[src/rtl/bcdc_pkg.sv]
package bcdc_pkg;
   localparam int unsigned BCD_W   = 4;
   localparam logic [BCD_W-1:0] BCD_MAX = 4'd9;
   typedef logic [BCD_W-1:0] bcd_t;
endpackage

[src/rtl/bcdc_fall_detect.sv]
module bcdc_fall_detect #(
   parameter int unsigned STAGES = 2
) (
   input  logic clk_i,
   input  logic rst_i,
   input  logic din_i,
   output logic fall_o
);
   logic [STAGES-1:0] sync_q;
   logic              last_q;

   generate
      if (STAGES == 1) begin : g_single
         always_ff @(posedge clk_i) begin
            if (rst_i) sync_q <= '0;
            else       sync_q <= din_i;
         end
      end else begin : g_chain
         always_ff @(posedge clk_i) begin
            if (rst_i) sync_q <= '0;
            else       sync_q <= {sync_q[STAGES-2:0], din_i};
         end
      end
   endgenerate

   always_ff @(posedge clk_i) begin
      if (rst_i) last_q <= 1'b0;
      else       last_q <= sync_q[STAGES-1];
   end

   assign fall_o = last_q & ~sync_q[STAGES-1];

   // a detected fall is a single-cycle strobe
   p_fall_one_cycle_r1: assert property (@(posedge clk_i) disable iff (rst_i)
      fall_o |=> !fall_o);
endmodule

[src/rtl/bcdc_decade.sv]
module bcdc_decade
   import bcdc_pkg::*;
(
   input  logic clk_i,
   input  logic rst_i,
   input  logic step_i,
   output bcd_t digit_o,
   output logic last_o
);
   bcd_t digit_q;

   always_ff @(posedge clk_i) begin
      if (rst_i)
         digit_q <= '0;
      else if (step_i)
         digit_q <= (digit_q == BCD_MAX) ? '0 : digit_q + 1'b1;
   end

   assign digit_o = digit_q;
   assign last_o  = (digit_q == BCD_MAX);

   p_digit_range_r2: assert property (@(posedge clk_i) disable iff (rst_i)
      digit_q <= BCD_MAX);
   p_wrap_to_zero_r2: assert property (@(posedge clk_i) disable iff (rst_i)
      (step_i && last_o) |=> (digit_q == '0));
   p_idle_hold_r3: assert property (@(posedge clk_i) disable iff (rst_i)
      !step_i |=> $stable(digit_q));
endmodule

[src/rtl/bcdc_hold_latch.sv]
module bcdc_hold_latch #(
   parameter int unsigned W = 4
) (
   input  logic         clk_i,
   input  logic         le_i,
   input  logic [W-1:0] d_i,
   output logic [W-1:0] q_o
);
   logic [W-1:0] held_q;

   always_ff @(posedge clk_i) begin
      if (!le_i) held_q <= d_i;
   end

   assign q_o = le_i ? held_q : d_i;

   // a held snapshot does not move while enable stays high
   p_latch_hold_r6: assert property (@(posedge clk_i)
      le_i |=> (!le_i || $stable(q_o)));
endmodule

[src/rtl/bcd3_event_counter.sv]
module bcd3_event_counter
   import bcdc_pkg::*;
#(
   parameter int unsigned NUM_DECADES = 3,
   parameter int unsigned SYNC_STAGES = 2
) (
   input  logic                         clk_i,
   input  logic                         rst_i,
   input  logic                         cnt_i,
   input  logic                         dis_i,
   input  logic                         le_i,
   output logic [NUM_DECADES*BCD_W-1:0] bcd_o,
   output logic                         ovf_o
);
   localparam int unsigned TOTAL_W = NUM_DECADES * BCD_W;

   initial begin
      assert (NUM_DECADES >= 1) else $fatal(1, "NUM_DECADES must be at least 1");
      assert (SYNC_STAGES >= 1) else $fatal(1, "SYNC_STAGES must be at least 1");
   end

   logic                   fall_w;
   logic [NUM_DECADES:0]   step_w;
   logic [NUM_DECADES-1:0] last_w;
   logic [TOTAL_W-1:0]     count_w;
   logic                   ovf_q;

   bcdc_fall_detect #(.STAGES(SYNC_STAGES)) u_fall (
      .clk_i  (clk_i),
      .rst_i  (rst_i),
      .din_i  (cnt_i),
      .fall_o (fall_w)
   );

   assign step_w[0] = fall_w & ~dis_i;

   generate
      for (genvar i = 0; i < NUM_DECADES; i++) begin : g_dec
         bcd_t digit_w;

         bcdc_decade u_decade (
            .clk_i   (clk_i),
            .rst_i   (rst_i),
            .step_i  (step_w[i]),
            .digit_o (digit_w),
            .last_o  (last_w[i])
         );

         assign step_w[i+1] = step_w[i] & last_w[i];
         assign count_w[i*BCD_W +: BCD_W] = digit_w;

         bcdc_hold_latch #(.W(BCD_W)) u_hold (
            .clk_i (clk_i),
            .le_i  (le_i),
            .d_i   (digit_w),
            .q_o   (bcd_o[i*BCD_W +: BCD_W])
         );
      end
   endgenerate

   always_ff @(posedge clk_i) begin
      if (rst_i) ovf_q <= 1'b0;
      else       ovf_q <= step_w[NUM_DECADES];
   end

   assign ovf_o = ovf_q;

   p_reset_clears_r4: assert property (@(posedge clk_i)
      rst_i |=> (count_w == '0));
   p_disable_hold_r3: assert property (@(posedge clk_i) disable iff (rst_i)
      dis_i |=> $stable(count_w));
   p_ovf_single_r7: assert property (@(posedge clk_i) disable iff (rst_i)
      ovf_o |=> !ovf_o);
   p_ovf_at_zero_r7: assert property (@(posedge clk_i) disable iff (rst_i)
      ovf_o |-> (count_w == '0));
endmodule

[config.mk]
export PLATFORM = sky130hd
export DESIGN_NAME = bcd3_event_counter
export DESIGN_NICKNAME = d
export VERILOG_FILES = /design/src/rtl/bcdc_pkg.sv /design/src/rtl/bcdc_fall_detect.sv /design/src/rtl/bcdc_decade.sv /design/src/rtl/bcdc_hold_latch.sv /design/src/rtl/bcd3_event_counter.sv
export SDC_FILE = /design/constraint.sdc
export NUM_CORES = 1
export LEC_CHECK = 0
export ABC_CLOCK_PERIOD_IN_PS = 3900
export CAP_MARGIN = 20
export CORE_ASPECT_RATIO = 0.8
export CORE_MARGIN = 2
export CORE_UTILIZATION = 50
export CTS_CLUSTER_DIAMETER = 50
export CTS_CLUSTER_SIZE = 24
export DETAILED_ROUTE_END_ITERATION = 10
export DONT_BUFFER_PORTS = 1
export GPL_ROUTABILITY_DRIVEN = 0
export SYNTH_ARGS = -nofsm -noshare
export SYNTH_HDL_FRONTEND = slang
export SYNTH_SLANG_ARGS = --single-unit
[constraint.sdc]
create_clock -name clk_i -period 3.9 [get_ports clk_i]
set_input_delay 0.78 -clock clk_i [delete_from_list [all_inputs] [get_ports clk_i]]
set_output_delay 0.78 -clock clk_i [all_outputs]
set_load 0.02 [all_outputs]
==> run_results.csv <==
group,metric,value,unit
clock_network,cts-hold-fix-buffers,0,
sta,grt_setup_unrepaired,"false",
synth,syn_avg_cell_area,10.7,sq um
job,maxCapViolations,0,
final_layout,postLayoutCellArea,1100,sq um
worst_setup_path,r2r_cells,4,
placed_design,place_area,1080,sq um
global_route,antenna_found_initial,0,
worst_setup_path,crit_arrival,1380,ps
routing,wirelength,1.62,mm
final_layout,synthToLayoutAreaGrowth,3.52,%
synth,synth.distinct_cells,27,
worst_setup_path,endpoint_kind,"output pin",
pwr,p_leak,0.000399,uW
worst_hold_path,holdPathStages,1,
pwr,p_comb_share,1.0,%
sta,fin_crit_sh,55.5,%
sta,hold_violations,0,
synth,yosys_warnings,0,
sta,hold_slack,453,ps
routing,first_pass_iters,4,
clock_network,cts_tree,"done",
synth,ys_ff_latch,28,
sta,setup_viol,0,
global_route,overflow,0,
routing,drt-vias-per-instance,5.52,
worst_setup_path,cp_max_fo,4,
placed_design,io_buffers,0,
run_status,status,"complete, no violations",
worst_setup_path,crit-reg2reg-launch,"g_dec[0].u_decade.digit_o[0]$_SDFFE_PP0N_",
placed_design,hpwl,1.15,mm
final_layout,multi_input_area,488,sq um
clock_network,ctsResizeCount,0,
floorplan,fp.dieH,45.3,um
sta,slew_headroom,53.3,%
worst_setup_path,cp-start-kind,"flop",
routing,drtIter0Drc,6,
clock_network,clk_latency,310,ps
floorplan,initial_core_util,54.9,%
floorplan,coreArea,1940,sq um
clock_network,path_clk_slew,130,ps
synth,netlist_area,1070,sq um
worst_setup_path,worstSetupStartpoint,"g_dec[0].u_decade.digit_o[2]$_SDFFE_PP0N_",
routing,ant_nets,0,
final_layout,layout-drive-gt1-share,16.0,%
sta,fmax,462,MHz
synth,synth_largest_area_cell,"dfxtp_1",
routing,via_count,685,
worst_setup_path,crit_end,"bcd_o[2]",
floorplan,ioPinCount,18,
final_layout,fillers,171,
pwr,power.switching,75.4,uW
synth,synth_fp_nets,105,
pwr,clkPwrFrac,27.3,%
global_route,grt_pass1_wl,2.77,mm
clock_network,h-tree-depth,1,
sta,finClkSkew,2.25,ps
clock_network,cts_setup_buffers,0,
worst_setup_path,cp.required,3120,ps
placed_design,dpl.cell_count,121,
final_layout,fin_cells,124,
global_route,grt_util_all_layers,14.5,%
pwr,power_switching_share,18.7,%
worst_setup_path,r2r_slack,2320,ps
worst_hold_path,hp-class,"flop to flop",
synth,yosys-top-cells-area,"dfxtp_1 (53%), mux2_2 (12%), nor2b_1 (4.1%)",
clock_network,clock_sinks,28,
pwr,internal_power,327,uW
routing,wl_per_cell,13.1,um
floorplan,die-width,55.7,um
sta,slew_violations,0,
floorplan,rows,14,
clock_network,cts_buffers,3,
pwr,irDropWorstVdd,0.272,mV
synth,yosysSeqAreaShare,52.5,%
pwr,finalPower,403,uW
final_layout,mostFrequentLayoutCells,"dfxtp_1 (28), mux2_2 (11), nand2_1 (8), nor2_1 (8), nor2b_1 (7)",
final_layout,antenna_cells,0,
sta,finalSetupTns,0,ps
worst_setup_path,setup.worst_path.class,"flop to output pin",
sta,worst_pin_slew,693,ps
synth,synth_top_area_share,52.5,%
clock_network,ctsRootBufferMaster,"clkbuf_4",
synth,synth_cells,100,
global_route,grt_pass1_vias,643,
final_layout,layout_commonest_cell,"dfxtp_1",
clock_network,clockBufferDepth,2,
final_layout,seq_area,561,sq um
pwr,seqPwrFrac,71.6,%
worst_setup_path,r2r_end,"g_dec[2].u_decade.digit_o[1]$_SDFFE_PP0P_",
routing,drc_errors,0,
final_layout,nets,107,
floorplan,die_area,2520,sq um
sta,layout_min_cycle_time,2160,ps
pwr,p_per_area,364,nW/um^2
global_route,grt_start_max_net_pins,17,
-- worst max-delay path, stage by stage (launching register included) --
cell     delay, ps
dfxtp_1        390
inv_1          100
o21ai_0        580
-- synthesized netlist by cell type --
master      n
a41oi_1     1
a21oi_1     4
clkbuf_1    1
and4bb_1    1
nor4b_1     1
nand3b_1    1
mux2_2     11
nand4bb_1   1
nand2_1     8
inv_1       1
or3_1       2
o21ai_0     5
buf_1       1
nand3_1     3
nor2b_1     7
nand4b_1    1
xor2_1      4
xnor2_1     2
dfxtp_1    28
nand4_1     1
mux2i_1     1
and4bb_4    1
buf_4       1
nor3b_1     3
and4b_1     1
and4bb_2    1
nor2_1      8
-- power by group through the flow --
| stage | combinational, uW | clock [uW] | sequential (uW) |
|---|---|---|---|
| 2_1_floorplan | 6.75 | 0 | 295 |
| 3_3_place_gp | 4.17 | 0 | 295 |
| 3_5_place_dp | 4.24 | 0 | 295 |
| 4_1_cts | 4.24 | 118 | 288 |
| 5_1_grt | 4.39 | 127 | 289 |
| 6_report | 4.20 | 110 | 288 |
-- layout make-up --
type | instances | share of cell area [%]
clock buffer | 3 | 2.04
inverter | 1 | 0.340
multi-input combinational | 68 | 44.2
sequential | 28 | 50.7
tap | 24 | 2.72
-- routing by layer --
metal  GRT usage (%)  wire length [um]  vias to the layer above
met3            6.88               144                        2
met2            22.9               625                       19
met5               0                 0                        -
met1            18.0               839                      317
li1                -                 -                      347
met4            4.39                10                        0
-- state kept, by name (all words and copies together) (netlist names) --
register	cells
ovf_o	1
g_dec.u_hold.held_q	12
u_fall.sync_q	2
g_dec.u_decade.digit_o	12
u_fall.last_q	1
-- stage by stage --
| step | utilization (%) | setup slack [ps] |
|---|---|---|
| 2_1_floorplan | - | 1580 |
| 3_3_place_gp | 55.7 | 1790 |
| 5_1_grt | 56.8 | 1620 |
| 4_1_cts | 56.8 | 1710 |
| 3_5_place_dp | 55.7 | 1790 |
| 6_report | 56.8 | 1740 |
-- kinds of logic (layout without fill, tap and decap cells) --
group / count (synthesis) / count (layout) / synth area share, %
compound gates: 10 / 10 / 5.04
simple gates: 40 / 40 / 23.2
buf+inv: 4 / 4 / 1.76
mux: 12 / 12 / 12.5
flops: 28 / 28 / 52.5
xor+xnor: 6 / 6 / 4.92
-- worst min path at each step --
stage / from / end / slack (ps)
6_report: u_fall.sync_q[0]$_SDFF_PP0_ / u_fall.sync_q[1]$_SDFF_PP0_ / 450
5_1_grt: u_fall.sync_q[0]$_SDFF_PP0_ / u_fall.sync_q[1]$_SDFF_PP0_ / 470
4_1_cts: u_fall.sync_q[0]$_SDFF_PP0_ / u_fall.sync_q[1]$_SDFF_PP0_ / 460
3_5_place_dp: u_fall.sync_q[0]$_SDFF_PP0_ / u_fall.sync_q[1]$_SDFF_PP0_ / 430
3_3_place_gp: u_fall.sync_q[0]$_SDFF_PP0_ / u_fall.sync_q[1]$_SDFF_PP0_ / 420
2_1_floorplan: u_fall.sync_q[0]$_SDFF_PP0_ / u_fall.sync_q[1]$_SDFF_PP0_ / 410
Power figures use the tool's default switching activity.
